## src/rtl/fseq_pkg.sv

```systemverilog
package fseq_pkg;
  localparam int XLEN       = 32;
  localparam int WORD_BYTES = 4;
  localparam int LINK_LONG  = 6;
  localparam int LINK_SHORT = 2;
  localparam int FRAME_WORDS = 3;
  localparam logic [XLEN-1:0] WORD_STEP  = XLEN'(WORD_BYTES);
  localparam logic [XLEN-1:0] FRAME_SPAN = XLEN'(WORD_BYTES * FRAME_WORDS);

  typedef logic [XLEN-1:0] word_t;

  typedef enum logic [2:0] {
    ST_IDLE    = 3'd0,
    ST_CALL_RA = 3'd1,
    ST_CALL_FP = 3'd2,
    ST_RET_FP  = 3'd3,
    ST_RET_RA  = 3'd4
  } fseq_state_e;

  // Link address saved by a call, chosen by instruction form.
  function automatic word_t link_of(input word_t insn, input logic reg_form);
    return insn + (reg_form ? XLEN'(LINK_SHORT) : XLEN'(LINK_LONG));
  endfunction

  // Stack pointer after the whole frame has been pushed.
  function automatic word_t frame_floor(input word_t sp);
    return sp - FRAME_SPAN;
  endfunction

  // Slot holding the link address (below the reserved word).
  function automatic word_t link_slot(input word_t sp);
    return sp - (WORD_STEP + WORD_STEP);
  endfunction

  // Stack pointer restored on return.
  function automatic word_t unwind_sp(input word_t fp);
    return fp + FRAME_SPAN;
  endfunction
endpackage

```

## src/rtl/fseq_ctrl.sv

```systemverilog
module fseq_ctrl
  import fseq_pkg::*;
(
  input  logic        clk,
  input  logic        rst_n,
  input  logic        cmd_call,
  input  logic        cmd_ret,
  input  logic        mem_ready,
  output fseq_state_e state,
  output logic        accept_call,
  output logic        accept_ret,
  output logic        seq_last,
  output logic        busy
);
  fseq_state_e state_nxt;

  assign busy        = (state != ST_IDLE);
  assign accept_call = !busy && cmd_call;
  assign accept_ret  = !busy && !cmd_call && cmd_ret;
  assign seq_last    = mem_ready && ((state == ST_CALL_FP) || (state == ST_RET_RA));

  always_comb begin
    state_nxt = state;
    unique case (state)
      ST_IDLE: begin
        if (accept_call)     state_nxt = ST_CALL_RA;
        else if (accept_ret) state_nxt = ST_RET_FP;
      end
      ST_CALL_RA: if (mem_ready) state_nxt = ST_CALL_FP;
      ST_CALL_FP: if (mem_ready) state_nxt = ST_IDLE;
      ST_RET_FP:  if (mem_ready) state_nxt = ST_RET_RA;
      ST_RET_RA:  if (mem_ready) state_nxt = ST_IDLE;
      default:    state_nxt = ST_IDLE;
    endcase
  end

  always_ff @(posedge clk) begin
    if (!rst_n) state <= ST_IDLE;
    else        state <= state_nxt;
  end
endmodule

```

## src/rtl/fseq_ctx.sv

```systemverilog
module fseq_ctx
  import fseq_pkg::*;
(
  input  logic        clk,
  input  logic        rst_n,
  input  fseq_state_e state,
  input  logic        accept_call,
  input  logic        accept_ret,
  input  logic        mem_ready,
  input  word_t       call_target,
  input  word_t       insn_addr,
  input  logic        call_reg_form,
  input  word_t       fp_in,
  input  word_t       sp_in,
  input  word_t       mem_rdata,
  output word_t       ctx_base,
  output word_t       ctx_target,
  output word_t       restored_fp,
  output logic        mem_we,
  output word_t       mem_addr,
  output word_t       mem_wdata
);
  word_t ctx_link;
  word_t ctx_old_fp;

  always_ff @(posedge clk) begin
    if (!rst_n) begin
      ctx_base    <= '0;
      ctx_target  <= '0;
      ctx_link    <= '0;
      ctx_old_fp  <= '0;
      restored_fp <= '0;
    end else begin
      if (accept_call) begin
        ctx_base   <= sp_in;
        ctx_target <= call_target;
        ctx_link   <= link_of(insn_addr, call_reg_form);
        ctx_old_fp <= fp_in;
      end else if (accept_ret) begin
        ctx_base <= fp_in;
      end
      if (state == ST_RET_FP && mem_ready) restored_fp <= mem_rdata;
    end
  end

  always_comb begin
    mem_we    = 1'b0;
    mem_addr  = '0;
    mem_wdata = '0;
    unique case (state)
      ST_CALL_RA: begin
        mem_we    = 1'b1;
        mem_addr  = link_slot(ctx_base);
        mem_wdata = ctx_link;
      end
      ST_CALL_FP: begin
        mem_we    = 1'b1;
        mem_addr  = frame_floor(ctx_base);
        mem_wdata = ctx_old_fp;
      end
      ST_RET_FP: mem_addr = ctx_base;
      ST_RET_RA: mem_addr = ctx_base + WORD_STEP;
      default: ;
    endcase
  end
endmodule

```

## src/rtl/fseq_result.sv

```systemverilog
module fseq_result
  import fseq_pkg::*;
(
  input  logic        clk,
  input  logic        rst_n,
  input  fseq_state_e state,
  input  logic        seq_last,
  input  word_t       ctx_base,
  input  word_t       ctx_target,
  input  word_t       restored_fp,
  input  word_t       mem_rdata,
  output logic        done,
  output word_t       fp_out,
  output word_t       sp_out,
  output word_t       pc_out
);
  always_ff @(posedge clk) begin
    if (!rst_n) begin
      done   <= 1'b0;
      fp_out <= '0;
      sp_out <= '0;
      pc_out <= '0;
    end else begin
      done <= seq_last;
      if (seq_last) begin
        if (state == ST_CALL_FP) begin
          fp_out <= frame_floor(ctx_base);
          sp_out <= frame_floor(ctx_base);
          pc_out <= ctx_target;
        end else begin
          fp_out <= restored_fp;
          sp_out <= unwind_sp(ctx_base);
          pc_out <= mem_rdata;
        end
      end
    end
  end
endmodule

```

## src/rtl/frame_seq.sv

```systemverilog
module frame_seq
  import fseq_pkg::*;
(
  input  logic        clk,
  input  logic        rst_n,
  input  logic        cmd_call,
  input  logic        cmd_ret,
  input  logic        call_reg_form,
  input  logic [31:0] call_target,
  input  logic [31:0] insn_addr,
  input  logic [31:0] fp_in,
  input  logic [31:0] sp_in,
  output logic        busy,
  output logic        done,
  output logic [31:0] fp_out,
  output logic [31:0] sp_out,
  output logic [31:0] pc_out,
  output logic        mem_req,
  output logic        mem_we,
  output logic [31:0] mem_addr,
  output logic [31:0] mem_wdata,
  input  logic [31:0] mem_rdata,
  input  logic        mem_ready
);
  fseq_state_e state;
  logic  accept_call;
  logic  accept_ret;
  logic  seq_last;
  word_t ctx_base;
  word_t ctx_target;
  word_t restored_fp;

  assign mem_req = busy;

  fseq_ctrl u_ctrl (
    .clk(clk), .rst_n(rst_n), .cmd_call(cmd_call), .cmd_ret(cmd_ret),
    .mem_ready(mem_ready), .state(state), .accept_call(accept_call),
    .accept_ret(accept_ret), .seq_last(seq_last), .busy(busy)
  );

  fseq_ctx u_ctx (
    .clk(clk), .rst_n(rst_n), .state(state), .accept_call(accept_call),
    .accept_ret(accept_ret), .mem_ready(mem_ready), .call_target(call_target),
    .insn_addr(insn_addr), .call_reg_form(call_reg_form), .fp_in(fp_in),
    .sp_in(sp_in), .mem_rdata(mem_rdata), .ctx_base(ctx_base),
    .ctx_target(ctx_target), .restored_fp(restored_fp), .mem_we(mem_we),
    .mem_addr(mem_addr), .mem_wdata(mem_wdata)
  );

  fseq_result u_res (
    .clk(clk), .rst_n(rst_n), .state(state), .seq_last(seq_last),
    .ctx_base(ctx_base), .ctx_target(ctx_target), .restored_fp(restored_fp),
    .mem_rdata(mem_rdata), .done(done), .fp_out(fp_out), .sp_out(sp_out),
    .pc_out(pc_out)
  );
endmodule

```

## config.mk

```make
export PLATFORM = sky130hd
export DESIGN_NAME = frame_seq
export DESIGN_NICKNAME = d
export VERILOG_FILES = /design/src/rtl/fseq_pkg.sv /design/src/rtl/fseq_ctrl.sv /design/src/rtl/fseq_ctx.sv /design/src/rtl/fseq_result.sv /design/src/rtl/frame_seq.sv
export SDC_FILE = /design/constraint.sdc
export NUM_CORES = 1
export LEC_CHECK = 0
export ABC_AREA = 1
export BUFFER_PORTS_ARGS = -buffer_cell sky130_fd_sc_hd__buf_2
export CAP_MARGIN = 20
export CORE_MARGIN = 8
export CORE_UTILIZATION = 55
export CTS_BUF_LIST = sky130_fd_sc_hd__clkbuf_4 sky130_fd_sc_hd__clkbuf_8 sky130_fd_sc_hd__clkbuf_16
export DETAILED_ROUTE_END_ITERATION = 10
export PLACE_DENSITY = 0.92
export REMOVE_ABC_BUFFERS = 1
export SETUP_SLACK_MARGIN = 0.15
export SLEW_MARGIN = 10
export SYNTH_ARGS = -nofsm -noshare
export SYNTH_HDL_FRONTEND = slang
export SYNTH_SLANG_ARGS = --single-unit
```

## constraint.sdc

```tcl
create_clock -name clk -period 3.2 [get_ports clk]
set_input_delay 0.32 -clock clk [delete_from_list [all_inputs] [get_ports clk]]
set_output_delay 0.32 -clock clk [all_outputs]
set_load 0.05 [all_outputs]
```

; Word-level counts from Yosys, hierarchy flattened
; Index checks and enable logic that the tools add are counted.
; Widths: inputs -> output; s select.
[word_totals]
ff_bits = 260
in_bits = 166
output_inout_bits = 164
elab_cells = 52
[op_classes]
n_addsub = 5
eq_ne = 8
muxes = 15
reduce_logical = 14
[ops]
columns = cell, count
row1 = $mux 32, 5
row2 = $pmux 32 s4, 1
row3 = $pmux 32 s2, 1
row4 = $sub 32x4->32 const B, 2
row5 = $add 32x3->32 const B, 1
row6 = $add 32x32->32, 1
row7 = $add 32x4->32 const B, 1
row8 = $mux 3, 6
row9 = $pmux 3 s4, 1
row10 = $eq 3x2->1 const B, 2
row11 = $logic_and 1x1->1, 5
row12 = $ne 2x2->1 const B, 2
row13 = $reduce_and 4->1, 1
row14 = $reduce_or 2->1, 2
row15 = $eq 3x1->1 const B, 1
row16 = $eq 3x3->1 const B, 1
row17 = $logic_not 3->1, 1
row18 = $ne 3x3->1 const B, 1
row19 = $reduce_bool 3->1, 1
row20 = $logic_not 1->1, 2
row21 = $ne 2x1->1 const B, 1
row22 = $reduce_bool 2->1, 1
row23 = $logic_or 1x1->1, 1
row24 = $mux 1, 1

; Longest topological paths before layout
[logic_depth]
ltp_word = 7
ltp_mapped = 13
mapped_depth_nobuf = 13

; Modules after synthesis
; Synthesis repeated with hierarchy kept, for this count alone.
[unflattened]
cells_unflattened = 2787
area_unflattened_um2 = 16843.7
[by_module_without_submodules]
columns = mod, n_inst, cells_each, area_each_um2, seq_area_each_um2
row1 = fseq_ctx, 1, 1731, 10627.7, 3203.1
row2 = fseq_result, 1, 1025, 5994.5, 1941.9
row3 = fseq_ctrl, 1, 30, 214.0, 60.1
row4 = frame_seq, 1, 1, 7.5, 0.0

; Worst setup path before layout
; No wires, ideal clock.
[synth_timing]
path_kind = reg-to-output
startpoint = register u_ctrl.state[1]
endpoint = output mem_wdata[17]
arrival_time_ns = 2.313
path_slack_ns = 0.567
stages_incl_launch_ff = 9
path_buffers = 4
path_cell_list = dfxtp_1 > inv_2 > buf_6 > nor3_2 > buf_4 > inv_2 > buf_6 > buf_2 > o21ai_0
[synth_via]
elab_chain_len = 2
[synth_lines]
columns = element, line
row1 = start: declaration, fseq_ctrl.sv:9  ; output fseq_state_e state,
row2 = start signal: assignment, fseq_ctrl.sv:39  ; else state <= state_nxt;
row3 = $eq 3x2->1 / $eq 3x1->1 (equally long branches), fseq_ctx.sv:50  ; unique case (state)
row4 = $pmux 32 s2 *, fseq_ctx.sv:50
row5 = end: declaration, frame_seq.sv:21  ; output logic [31:0] mem_wdata,
; Every way passes the cells marked *; elsewhere a longest branch is shown, timed or not.

; Worst setup path in the final report
[layout_timing]
startpoint = register u_ctx.ctx_base[19]
endpoint = output mem_addr[28]
[layout_via]
elab_chain_len = 2
[layout_lines]
columns = element, line
row1 = start: declaration, fseq_ctx.sv:16  ; output word_t ctx_base,
row2 = start signal: assignment, fseq_ctx.sv:35  ; ctx_base <= sp_in;
row3 = start signal: assignment, fseq_ctx.sv:40  ; ctx_base <= fp_in;
row4 = $add 32x3->32 (tied with other cells), fseq_ctx.sv:62  ; ST_RET_RA: mem_addr = ctx_base + WORD_STEP;
row5 = $pmux 32 s4 *, fseq_ctx.sv:50
row6 = end: declaration, frame_seq.sv:20  ; output logic [31:0] mem_addr,
; Marks and branches as above.

==> flow_summary.yaml <==
sta:
  setup_viol: 0
  finalSetupTns_ns: 0
  rsz0062_at_grt: "yes"
  finalHoldViolations: 0
  drv_slew: 0
  fin_crit_ns: 2.96
  timing.slew.headroom: 0.418
  fin_ws_ns: 0.245
  fmax_mhz: 338
  fin_skew_ns: 0.0217
  tightest_slew_ns: 0.873
  final.period_utilization: 0.924
clock_tree:
  clk_path_buf_depth: 3
  cts_made_buffers: 28
  worstSkewPairLatency_ns: 0.56
  root_buffer: "clkbuf_16"
  clock_sinks: 260
  clkTransAtPathRegs_ns: 0.06
  htree_levels: 1
  cts_tree: "done"
drt:
  via_count: 17200
  drt_iter0_markers: 1843
  firstDrtPassIters: 6
  ant_nets: 0
  remaining_drc_errors: 0
  wl_um: 56500
  viasPerCell: 5.90
  wire_per_inst_um: 19.4
yosys:
  ys_ff_latch: 260
  synth-edff-count: 0
  post_synth.cell_area_avg_um2: 6.33
  synth_area_mm2: 0.0145
  async_flop_share: 0
  synthCells: 2295
  synth_top_cells_by_area: "dfxtp_1, nand2_1, nand3_1"
  synth_cell_types: 38
  synthFlopType: "dfxtp_1"
  synth_area_leader_cell: "dfxtp_1"
  yosys.area.top_type_share: 0.358
  ys_top_cells_by_count: "nand2_1, dfxtp_1, nor2_1, inv_1, nand3_1"
  yosysSeqAreaShare: 0.358
  yosysMostFrequentCell: "nand2_1"
  yosys_warnings: 0
floorplanning:
  initial_utilization: 0.559
  rows: 59
  dieArea_mm2: 0.0319
  die_x_um: 179
  coreArea_mm2: 0.0260
  ioPinCount: 330
  die_h_um: 179
global_routing:
  grt_usage: 0.341
  grt_max_degree: 88
  grt_pass1_wl_um: 88100
  grt_overflow: 0
  antenna_found_initial: 0
  grt_pass1_vias: 16200
cells_and_area:
  drive_above_1_share: 0.187
  fin_nets: 2733
  areaGrowthSynthToFinish_pct: 22.7
  antenna_cells: 0
placed_design:
  post-dp-hpwl_um: 40300
  port_buffers: 329
  dpl_worst_slack_ns: 0.476
  place_congestion: 1.02
power:
  p_per_area_mw_per_mm2: 788
  p_leak_uw: 0.00836
  max-vdd-ir-drop_mv: 0.535
critical_path:
  crit_slowest_cell: "dfxtp_1"
  cp-start-kind: "flip-flop"
  critical_path_buf_inv_count: 1
  cpPeakStageDelay_ns: 0.57
  cp.required_ns: 2.88
  startpoint: "u_ctx.ctx_base[19]$_SDFFE_PN0P_"
  cp_common_cell: "nand2_1"
  worstReg2RegStart: "u_ctrl.state[1]$_SDFFE_PN0P_"
  critPathCaptureType: "output port"
  path_cells: "nand2_1 -> nor2_1 -> nand2_1 -> nor2_1 -> nand2_1 -> a21oi_1 -> o21ai_0 -> nand3_1 -> buf_4"
  path_class: "flip-flop to output port"
  crit_path_max_fanout: 10
  critical_path.top_delay_family: "simple AND/OR/NAND/NOR gates"
  cp_data_arrival_time_ns: 2.64
min_path:
  min_from: "call_target[15]"
  holdCritPathClass: "primary input to flip-flop"
run:
  max-cap-violations: 0
run_status:
  run_status: "finished, final reports clean"
-- cell type report --
type / count / area [µm²]
multi-input combinational: 1625 / 7730
timing repair buffer: 382 / 2490
clock inverter: 11 / 148
sequential: 260 / 5230
clock buffer: 38 / 825
inverter: 262 / 992
tap: 335 / 419
fill: 2191 / 8160
-- placed cells by master, fill, tap and decap left out, types with 5 or more instances in the layout --
cell           count
a21oi_1          175
a31oi_1           44
buf_12            26
buf_2            308
buf_4             23
clkbuf_16         29
clkbuf_4           5
clkbuf_8           5
dfxtp_1          242
dfxtp_2           18
dlygate4sd3_1     21
ha_1               5
inv_1            247
inv_2             10
nand2_1          506
nand3_1          237
nand3b_1           7
nand4_1           29
nor2_1           242
nor2_2            24
nor2_4             7
nor3_1             7
o211ai_1          42
o21ai_0          182
o21ai_1           49
o22ai_1           29
xor2_1            14
-- report_power, final --
part           leakage [µW]  switching (µW)  internal, µW
combinational       0.00575            4570          1660
sequential          0.00214             547          3810
clock              0.000471            1410          2040
-- metal layers --
metal | wire [µm] | up-vias | global-route usage
met4 | 1990 | 0 | 0.115
met5 | 0 | - | 0
met1 | 22800 | 7921 | 0.450
met2 | 25900 | 1036 | 0.552
met3 | 5760 | 155 | 0.0641
li1 | - | 8072 | -
-- path summary, 6_finish.rpt --
kind | endpoint | slack, ns | cells after the start
max | mem_addr[28] | 0.24 | 9
min | u_ctx.ctx_target[15]$_SDFFE_PN0P_ | 0.006 | 3
max reg2reg | u_ctx.ctx_base[5]$_SDFFE_PN0P_ | 0.70 | 11
min reg2reg | u_ctx.ctx_old_fp[17]$_SDFFE_PN0P_ | 0.45 | 2
-- registers in the layout (all words and copies together) (netlist names) --
register,flops
u_ctx.ctx_base,32
u_ctx.ctx_link,32
u_ctx.ctx_old_fp,32
u_ctx.ctx_target,32
u_ctx.restored_fp,32
u_res.fp_out,32
u_res.pc_out,32
u_res.sp_out,32
u_ctrl.state,3
u_res.done,1
-- worst register-to-register path, cell delays in order (launching register included) --
cell      delay, ns
dfxtp_2        0.36
inv_4          0.20
nand2_1        0.15
inv_2          0.06
nand2_1        0.15
inv_1          0.13
o21ai_1        0.14
inv_2          0.55
buf_12         0.30
nand3_1        0.18
o211ai_1       0.12
inv_1          0.05
-- cells by family (layout without fill, tap and decap cells) --
| kind of cell | after synthesis | after routing | share of synthesized area |
|---|---|---|---|
| fa+ha+maj | 8 | 8 | 0.00741 |
| simple gates | 1068 | 1068 | 0.309 |
| compound gates | 531 | 531 | 0.199 |
| flops | 260 | 260 | 0.358 |
| buf+inv | 410 | 693 | 0.115 |
| xor+xnor | 18 | 18 | 0.0108 |
-- repair_timing --
| item | 4_1_cts | 5_1_grt |
|---|---|---|
| gates resized for setup | 10 | 42 |
| pin swaps | 0 | 2 |
| cloned | 0 | 0 |
| buffers inserted | 0 | 2 |
| endpoints found under the hold margin | 20 | 1 |
| hold buffers | 20 | 1 |
| endpoints found under the setup margin | 23 | 25 |
-- stage by stage --
step                      hold WS, ns  power, µW  utilization  cell area, µm²  cells
final                         0.00644      14000        0.686           17800   2913
after global routing          0.00826      14700        0.686           17800   2913
after CTS                    0.000239      13900        0.681           17700   2910
after detailed placement        0.443      10400        0.635           16500   2841
after global placement          0.435      10300        0.635           16500   2841
after floorplan                 0.409       8180            -           13800   2147
(Power assumes the default switching activity.)
